**config.mk**
```make
export PLATFORM = sky130hd
export DESIGN_NAME = card_spi_xport
export DESIGN_NICKNAME = d
export VERILOG_FILES = /design/src/rtl/card_spi_pkg.sv /design/src/rtl/card_spi_rst_sync.sv /design/src/rtl/card_spi_tick.sv /design/src/rtl/card_spi_shift.sv /design/src/rtl/card_spi_fsm.sv /design/src/rtl/card_spi_xport.sv
export SDC_FILE = /design/constraint.sdc
export NUM_CORES = 1
export LEC_CHECK = 0
export ABC_AREA = 1
export BUFFER_PORTS_ARGS = -buffer_cell sky130_fd_sc_hd__buf_2
export CAP_MARGIN = 15
export CORE_MARGIN = 5
export CORE_UTILIZATION = 56
export DETAILED_ROUTE_END_ITERATION = 10
export PLACE_DENSITY = 0.83
export SLEW_MARGIN = 40
export SYNTH_ARGS = -nofsm -noshare
export SYNTH_HDL_FRONTEND = slang
export SYNTH_SLANG_ARGS = --single-unit
```
**constraint.sdc**
```tcl
create_clock -name clk -period 1.41 [get_ports clk]
set_input_delay 0.282 -clock clk [delete_from_list [all_inputs] [get_ports clk]]
set_output_delay 0.282 -clock clk [all_outputs]
set_load 0.01 [all_outputs]
```
**src/rtl/card_spi_pkg.sv**
```systemverilog
package card_spi_pkg;

  typedef enum logic [1:0] {
    ST_IDLE  = 2'd0,
    ST_SHIFT = 2'd1,
    ST_HOLD  = 2'd2
  } xport_state_e;

  localparam logic [1:0] KIND_CMD    = 2'b00;
  localparam logic [1:0] KIND_SINGLE = 2'b01;
  localparam logic [1:0] KIND_MULTI  = 2'b10;
  localparam logic [1:0] KIND_STREAM = 2'b11;

  // Only command exchanges and single-block transfers are legal in serial mode.
  function automatic logic kind_allowed(input logic [1:0] kind);
    return (kind == KIND_CMD) || (kind == KIND_SINGLE);
  endfunction

endpackage

```
**src/rtl/card_spi_rst_sync.sv**
```systemverilog
module card_spi_rst_sync (
  input  logic clk,
  input  logic rst_n,
  output logic rst_n_sync
);

  logic [1:0] sync_q;

  always_ff @(posedge clk or negedge rst_n) begin
    if (!rst_n) begin
      sync_q <= 2'b00;
    end else begin
      sync_q <= {sync_q[0], 1'b1};
    end
  end

  assign rst_n_sync = sync_q[1];

endmodule

```
**src/rtl/card_spi_tick.sv**
```systemverilog
module card_spi_tick #(
  parameter int HALF_DIV = 4
) (
  input  logic clk,
  input  logic rst_n,
  input  logic run,
  output logic tick
);

  localparam int CW = (HALF_DIV > 1) ? $clog2(HALF_DIV) : 1;
  localparam logic [CW-1:0] CNT_TOP = CW'(HALF_DIV - 1);

  logic [CW-1:0] cnt_q, cnt_d;
  logic          cnt_en;

  always_comb begin
    tick   = run && (cnt_q == CNT_TOP);
    cnt_en = 1'b1;
    if (!run || tick) begin
      cnt_d = '0;
    end else begin
      cnt_d = cnt_q + 1'b1;
    end
  end

  always_ff @(posedge clk or negedge rst_n) begin
    if (!rst_n) begin
      cnt_q <= '0;
    end else if (cnt_en) begin
      cnt_q <= cnt_d;
    end
  end

endmodule

```
**src/rtl/card_spi_shift.sv**
```systemverilog
module card_spi_shift #(
  parameter int TOK_W = 8
) (
  input  logic             clk,
  input  logic             rst_n,
  input  logic             load,
  input  logic [TOK_W-1:0] load_tok,
  input  logic             capture,
  input  logic             advance,
  input  logic             sdi,
  output logic             sdo,
  output logic [TOK_W-1:0] rx_tok
);

  logic [TOK_W-1:0] tx_q, tx_d;
  logic [TOK_W-1:0] rx_q, rx_d;
  logic             tx_en, rx_en;

  always_comb begin
    tx_en = load || advance;
    rx_en = capture;
    if (load) begin
      tx_d = load_tok;
    end else begin
      tx_d = {tx_q[TOK_W-2:0], 1'b0};
    end
    rx_d = {rx_q[TOK_W-2:0], sdi};
  end

  always_ff @(posedge clk or negedge rst_n) begin
    if (!rst_n) begin
      tx_q <= '0;
    end else if (tx_en) begin
      tx_q <= tx_d;
    end
  end

  always_ff @(posedge clk or negedge rst_n) begin
    if (!rst_n) begin
      rx_q <= '0;
    end else if (rx_en) begin
      rx_q <= rx_d;
    end
  end

  assign sdo    = tx_q[TOK_W-1];
  assign rx_tok = rx_q;

endmodule

```
**src/rtl/card_spi_fsm.sv**
```systemverilog
module card_spi_fsm
  import card_spi_pkg::*;
#(
  parameter int TOK_W     = 8,
  parameter int NUM_CARDS = 2,
  parameter int CARD_W    = 1
) (
  input  logic                 clk,
  input  logic                 rst_n,
  input  logic                 mode_on,
  input  logic                 req_valid,
  input  logic [CARD_W-1:0]    req_card,
  input  logic [1:0]           req_kind,
  input  logic                 req_last,
  input  logic                 tick,
  output logic                 req_ready,
  output logic                 load,
  output logic                 capture,
  output logic                 advance,
  output logic                 run,
  output logic                 sclk,
  output logic [NUM_CARDS-1:0] cs_n,
  output logic                 resp_valid,
  output logic                 reject
);

  localparam int BW = (TOK_W > 1) ? $clog2(TOK_W) : 1;
  localparam logic [BW-1:0] BIT_LAST = BW'(TOK_W - 1);

  xport_state_e      state_q, state_d;
  logic [BW-1:0]     bit_q, bit_d;
  logic [CARD_W-1:0] sel_q, sel_d;
  logic              last_q, last_d;
  logic              sclk_q, sclk_d;
  logic              csa_q, csa_d;
  logic              resp_q, resp_d;
  logic              rej_q, rej_d;

  logic accept, open_ok, open_bad, cont, rise, fall, final_fall;

  always_comb begin
    req_ready  = (state_q != ST_SHIFT);
    accept     = req_valid && req_ready;
    open_ok    = accept && (state_q == ST_IDLE) && mode_on && kind_allowed(req_kind);
    open_bad   = accept && (state_q == ST_IDLE) && !(mode_on && kind_allowed(req_kind));
    cont       = accept && (state_q == ST_HOLD);
    load       = open_ok || cont;
    run        = (state_q == ST_SHIFT);
    rise       = run && tick && !sclk_q;
    fall       = run && tick && sclk_q;
    final_fall = fall && (bit_q == BIT_LAST);
    capture    = rise;
    advance    = fall && !final_fall;
  end

  always_comb begin
    state_d = state_q;
    bit_d   = bit_q;
    sel_d   = sel_q;
    last_d  = last_q;
    sclk_d  = sclk_q;
    csa_d   = csa_q;
    resp_d  = final_fall;
    rej_d   = open_bad;

    unique case (state_q)
      ST_IDLE: begin
        if (open_ok) begin
          state_d = ST_SHIFT;
          sel_d   = req_card;
          csa_d   = 1'b1;
        end
      end
      ST_SHIFT: begin
        if (final_fall) begin
          state_d = last_q ? ST_IDLE : ST_HOLD;
          if (last_q) begin
            csa_d = 1'b0;
          end
        end
      end
      ST_HOLD: begin
        if (cont) begin
          state_d = ST_SHIFT;
        end
      end
      default: state_d = ST_IDLE;
    endcase

    if (load) begin
      bit_d  = '0;
      last_d = req_last;
    end else if (advance) begin
      bit_d = bit_q + 1'b1;
    end

    if (rise) begin
      sclk_d = 1'b1;
    end else if (fall) begin
      sclk_d = 1'b0;
    end
  end

  always_ff @(posedge clk or negedge rst_n) begin
    if (!rst_n) begin
      state_q <= ST_IDLE;
      bit_q   <= '0;
      sel_q   <= '0;
      last_q  <= 1'b0;
      sclk_q  <= 1'b0;
      csa_q   <= 1'b0;
      resp_q  <= 1'b0;
      rej_q   <= 1'b0;
    end else begin
      state_q <= state_d;
      bit_q   <= bit_d;
      sel_q   <= sel_d;
      last_q  <= last_d;
      sclk_q  <= sclk_d;
      csa_q   <= csa_d;
      resp_q  <= resp_d;
      rej_q   <= rej_d;
    end
  end

  for (genvar g = 0; g < NUM_CARDS; g++) begin : g_cs
    assign cs_n[g] = !(csa_q && (sel_q == CARD_W'(g)));
  end

  assign sclk       = sclk_q;
  assign resp_valid = resp_q;
  assign reject     = rej_q;

endmodule

```
**src/rtl/card_spi_xport.sv**
```systemverilog
module card_spi_xport
  import card_spi_pkg::*;
#(
  parameter int HALF_DIV  = 4,
  parameter int TOK_W     = 8,
  parameter int NUM_CARDS = 2,
  parameter int CARD_W    = (NUM_CARDS > 1) ? $clog2(NUM_CARDS) : 1
) (
  input  logic                 clk,
  input  logic                 rst_n,
  input  logic                 mode_req,
  output logic                 mode_on,
  input  logic                 req_valid,
  output logic                 req_ready,
  input  logic [CARD_W-1:0]    req_card,
  input  logic [1:0]           req_kind,
  input  logic                 req_last,
  input  logic [TOK_W-1:0]     req_tok,
  output logic                 resp_valid,
  output logic [TOK_W-1:0]     resp_tok,
  output logic                 reject,
  output logic                 sclk,
  output logic                 cmd_out,
  input  logic                 dat_in,
  output logic [NUM_CARDS-1:0] cs_n
);

  logic rst_n_i;
  logic mode_q, mode_d, mode_en;
  logic tick, run, load, capture, advance;

  card_spi_rst_sync u_rst (
    .clk        (clk),
    .rst_n      (rst_n),
    .rst_n_sync (rst_n_i)
  );

  // Sticky mode flag: leaving the serial mode needs a power cycle of the card.
  always_comb begin
    mode_en = mode_req && !mode_q;
    mode_d  = 1'b1;
  end

  always_ff @(posedge clk or negedge rst_n_i) begin
    if (!rst_n_i) begin
      mode_q <= 1'b0;
    end else if (mode_en) begin
      mode_q <= mode_d;
    end
  end

  assign mode_on = mode_q;

  card_spi_tick #(.HALF_DIV(HALF_DIV)) u_tick (
    .clk   (clk),
    .rst_n (rst_n_i),
    .run   (run),
    .tick  (tick)
  );

  card_spi_fsm #(
    .TOK_W     (TOK_W),
    .NUM_CARDS (NUM_CARDS),
    .CARD_W    (CARD_W)
  ) u_fsm (
    .clk        (clk),
    .rst_n      (rst_n_i),
    .mode_on    (mode_q),
    .req_valid  (req_valid),
    .req_card   (req_card),
    .req_kind   (req_kind),
    .req_last   (req_last),
    .tick       (tick),
    .req_ready  (req_ready),
    .load       (load),
    .capture    (capture),
    .advance    (advance),
    .run        (run),
    .sclk       (sclk),
    .cs_n       (cs_n),
    .resp_valid (resp_valid),
    .reject     (reject)
  );

  card_spi_shift #(.TOK_W(TOK_W)) u_shift (
    .clk      (clk),
    .rst_n    (rst_n_i),
    .load     (load),
    .load_tok (req_tok),
    .capture  (capture),
    .advance  (advance),
    .sdi      (dat_in),
    .sdo      (cmd_out),
    .rx_tok   (resp_tok)
  );

endmodule

```
==> summary.md <==
| Metric | Value |
|---|---|
| Ys Warns | 0 |
| Placed cell count | 210 |
| CP required | 1130 ps |
| Maximum VDD drop | 1390 uV |
| Synth unique cells | 29 |
| Met1 Usage GRT | 22.7% |
| GRT busiest layer | met2 |
| Crit path max fanout | 2 |
| Number of vias in the routed layout | 1172 |
| Worst hold stages | 2 |
| Syn Inst Count | 144 |
| CTS sink cnt | 32 |
| Reg clk slew, reported paths | 90 ps |
| Setup crit start kind | flop |
| IO Pins | 33 |
| Worst hold start | mode_req |
| First-pass GRT wire length | 5.35 mm |
| H-tree levels | 2 |
| Met2 Track Usage GR | 35.6% |
| PD cells | 1920 nW/um^2 |
| Tmin final | 1410 ps |
| Leakage | 0.979 nW |
| Worst reg2reg path depth | 7 |
| Met3 usage | 7.45% |
| Mapped cell area | 1430 sq um |
| Synth area leader | dfrtp_1 |
| CTS tree | done |
| Fraction of layout cells with a size suffix above 1 | 46.4% |
| Area after DPL | 1660 sq um |
| Placed wire-length estimate | 2.25 mm |
| R2R Setup Slk | 40 ps |
| Fmax | 707 MHz |
| Finished Core Util | 77.3% |
| Area Overhead vs Synth | 33.0% |
| Die Y | 60.5 um |
| Final hold violation count | 0 |
| Wirelength per Cell | 14.2 um |
| Site row count | 18 |
| # setup viols final | 1 |
| Top cells by area, synth | dfrtp_1, nand3_1, nand2_1, nand4_1, inv_1 |
| Final wirelength | 3.21 mm |
| RSZ-0062 raised after global routing | yes |
| Skew final | 1.84 ps |
| Data arrival, critical path | 1130 ps |
| TritonRoute pass-1 iters | 4 |
| GRT Total Usage | 20.3% |
| Synth Net Count | 164 |
| Post-route ant nets | 0 |
| GR Overflow Total | 0 |
| Average size of a mapped cell | 9.91 sq um |
| Antenna diodes | 0 |
| Final-stage net count | 216 |
| Post-synth top area share | 56.1% |
| Clock Path Buffers | 2 |
| Initial Util | 58.1% |
| Port bufs | 31 |
| Worst skew pair latency | 330 ps |
| Final worst-path cycle share | 100% |
| Final std cells w/o fill | 226 |
| Fin. max-slew vios | 0 |
| Largest net degree at the start of global routing | 18 |
| Total power | 0.00364 W |
| Max Cap Violations | 0 |
| Initial antenna violation count | 0 |
| Worst setup EP type | output port |
| Die Span X | 60.5 um |
| Vias in the first global route | 1184 |
| Critical R2R Capture | u_shift.rx_tok[6] |
| DRC Markers | 0 |
| Clock root buffer | clkbuf_4 |
| Cell area after layout | 1900 sq um |
| PnR worst setup slack | -3.95 ps |
| Via-to-Cell Ratio | 5.19 |
| Outcome | finished with violations |
| Failing checks | setup timing |
| Post-Place Worst Slack | -82.7 ps |
| RD Place Congestion | 0.810 |
| Hold WC Path Type | input pin to flop |
| Sequential element share of the synthesized area | 56.1% |
| Initial DRC Count | 23 |
| Die ar. | 3660 sq um |
| Register bit total from synthesis | 32 |
| Core area | 2450 sq um |
| Launch point of the worst reg-to-reg path | u_fsm.state_q[1] |
| CTS Buf Count | 5 |
| Hold Crit Endpoint | mode_on |
| Crit Path Category | flop to output port |
-- cells in the mapped netlist --
master and n:
or2_2 1, o21ai_1 2, a21oi_1 1, o21ai_0 1
ha_1 3, clkbuf_1 1, inv_1 13, buf_6 2
dfrtp_1 32, nor2_1 7, o21a_1 1, nor3b_1 1
buf_2 2, o21ai_2 4, clkinv_1 1, nand3_2 2
nand2_1 27, a21oi_2 4, nand4_1 8, buf_12 1
nor2_4 1, nor3_1 1, nor4_1 1, nand3_1 22
conb_1 1, nand4_2 1, nand2_4 1, or2_1 1
inv_2 1
-- metrics by stage --
stage          hold WS [ps]  setup TNS [ps]
2_1_floorplan         -13.6               0
6_report                130           -3.95
4_1_cts                 109           -4.05
3_5_place_dp           70.9            -420
3_3_place_gp           67.0               0
5_1_grt                 120           -92.6
-- cell usage in the layout, fill, tap and decap left out --
cell / synthesis / final
a21oi_1: 1 / 1
inv_1: 13 / 10
nand3_2: 2 / 4
nand4_4: 0 / 1
nor4_1: 1 / 1
or2_2: 1 / 1
nor2_2: 0 / 5
buf_6: 2 / 4
inv_2: 1 / 2
o21ai_2: 4 / 5
inv_4: 0 / 2
ha_2: 0 / 1
nor2_4: 1 / 1
o21a_1: 1 / 1
dfrtp_1: 32 / 30
clkbuf_8: 0 / 2
nand3_4: 0 / 1
nand4_1: 8 / 8
nor3_1: 1 / 1
nand3_1: 22 / 19
conb_1: 1 / 1
o21ai_0: 1 / 1
a21oi_2: 4 / 4
nor3b_1: 1 / 1
or2_4: 0 / 1
ha_4: 0 / 2
clkbuf_4: 0 / 5
nand2_4: 1 / 1
buf_12: 1 / 1
nand2_1: 27 / 27
buf_4: 0 / 15
dlygate4sd3_1: 0 / 1
clkinv_2: 0 / 1
o21ai_1: 2 / 1
nor2_1: 7 / 2
dfrtp_2: 0 / 2
buf_2: 2 / 30
-- sequential cells by signal (all words and copies together) (netlist names) --
| name | cells |
|---|---|
| u_tick.cnt_q | 2 |
| u_shift.rx_tok | 8 |
| mode_on | 1 |
| u_fsm.bit_q | 3 |
| u_fsm.resp_valid | 1 |
| u_fsm.csa_q | 1 |
| u_fsm.sclk | 1 |
| u_fsm.sel_q | 1 |
| u_fsm.state_q | 2 |
| u_rst.sync_q | 2 |
| u_fsm.last_q | 1 |
| u_fsm.reject | 1 |
| u_shift.tx_q | 8 |
-- cell families (layout without fill, tap and decap cells) --
| logic type | after synthesis | count (layout) | share of synthesized area (%) |
|---|---|---|---|
| AOI/OAI and AO/OA | 13 | 13 | 6.84 |
| adders and majority gates | 3 | 3 | 2.63 |
| buffers and inverters | 21 | 73 | 7.89 |
| DFF | 32 | 32 | 56.1 |
| other | 1 | 1 | 0.263 |
| and+or+nand+nor | 74 | 74 | 26.2 |
-- metal layers --
metal	wire (um)	vias to the layer above
met5	0	-
met4	47	0
met3	208	5
met2	1760	34
met1	1200	552
li1	-	581
-- power by group --
part | internal (W) | total [W] | switching, W
Clock | 0.000282 | 0.000579 | 0.000297
Sequential | 0.00126 | 0.00150 | 0.000241
Combinational | 0.000737 | 0.00156 | 0.000826
-- how the worst max path moves through the flow --
| stage | slack, ps | startpoint | end |
|---|---|---|---|
| after global routing | -50 | u_fsm.state_q[1] | req_ready |
| after CTS | -4 | u_fsm.state_q[0] | req_ready |
| after floorplan | 50 | u_fsm.bit_q[0] | u_shift.tx_q[4] |
| final | -4 | u_fsm.state_q[1] | req_ready |
| after detailed placement | -80 | u_fsm.bit_q[0] | u_shift.tx_q[7] |
| after global placement | 10 | u_fsm.bit_q[0] | u_shift.tx_q[6] |
-- cell type report --
| class | instances | area [sq um] |
|---|---|---|
| Sequential cell | 32 | 803 |
| Multi-Input combinational cell | 91 | 591 |
| Fill cell | 152 | 558 |
| Timing Repair Buffer | 51 | 338 |
| Clock buffer | 7 | 65.1 |
| Inverter | 15 | 62.6 |
| Tap cell | 30 | 37.5 |
-- what timing repair did --
| action | CTS | global route |
|---|---|---|
| hold buffers | 1 | 0 |
| pin swaps | 3 | 5 |
| endpoints found under the hold margin | 2 | 0 |
| setup buffers | 6 | 2 |
| setup endpoints to repair | 12 | 21 |
| resized for setup | 15 | 14 |
-- worst max-delay path, stage by stage, from the launching register on --
cell,delay [ps]
dfrtp_2,430
nor2_4,120
buf_6,110
inv_4,30
buf_6,100
No activity file was read; power rests on OpenSTA's default activity.
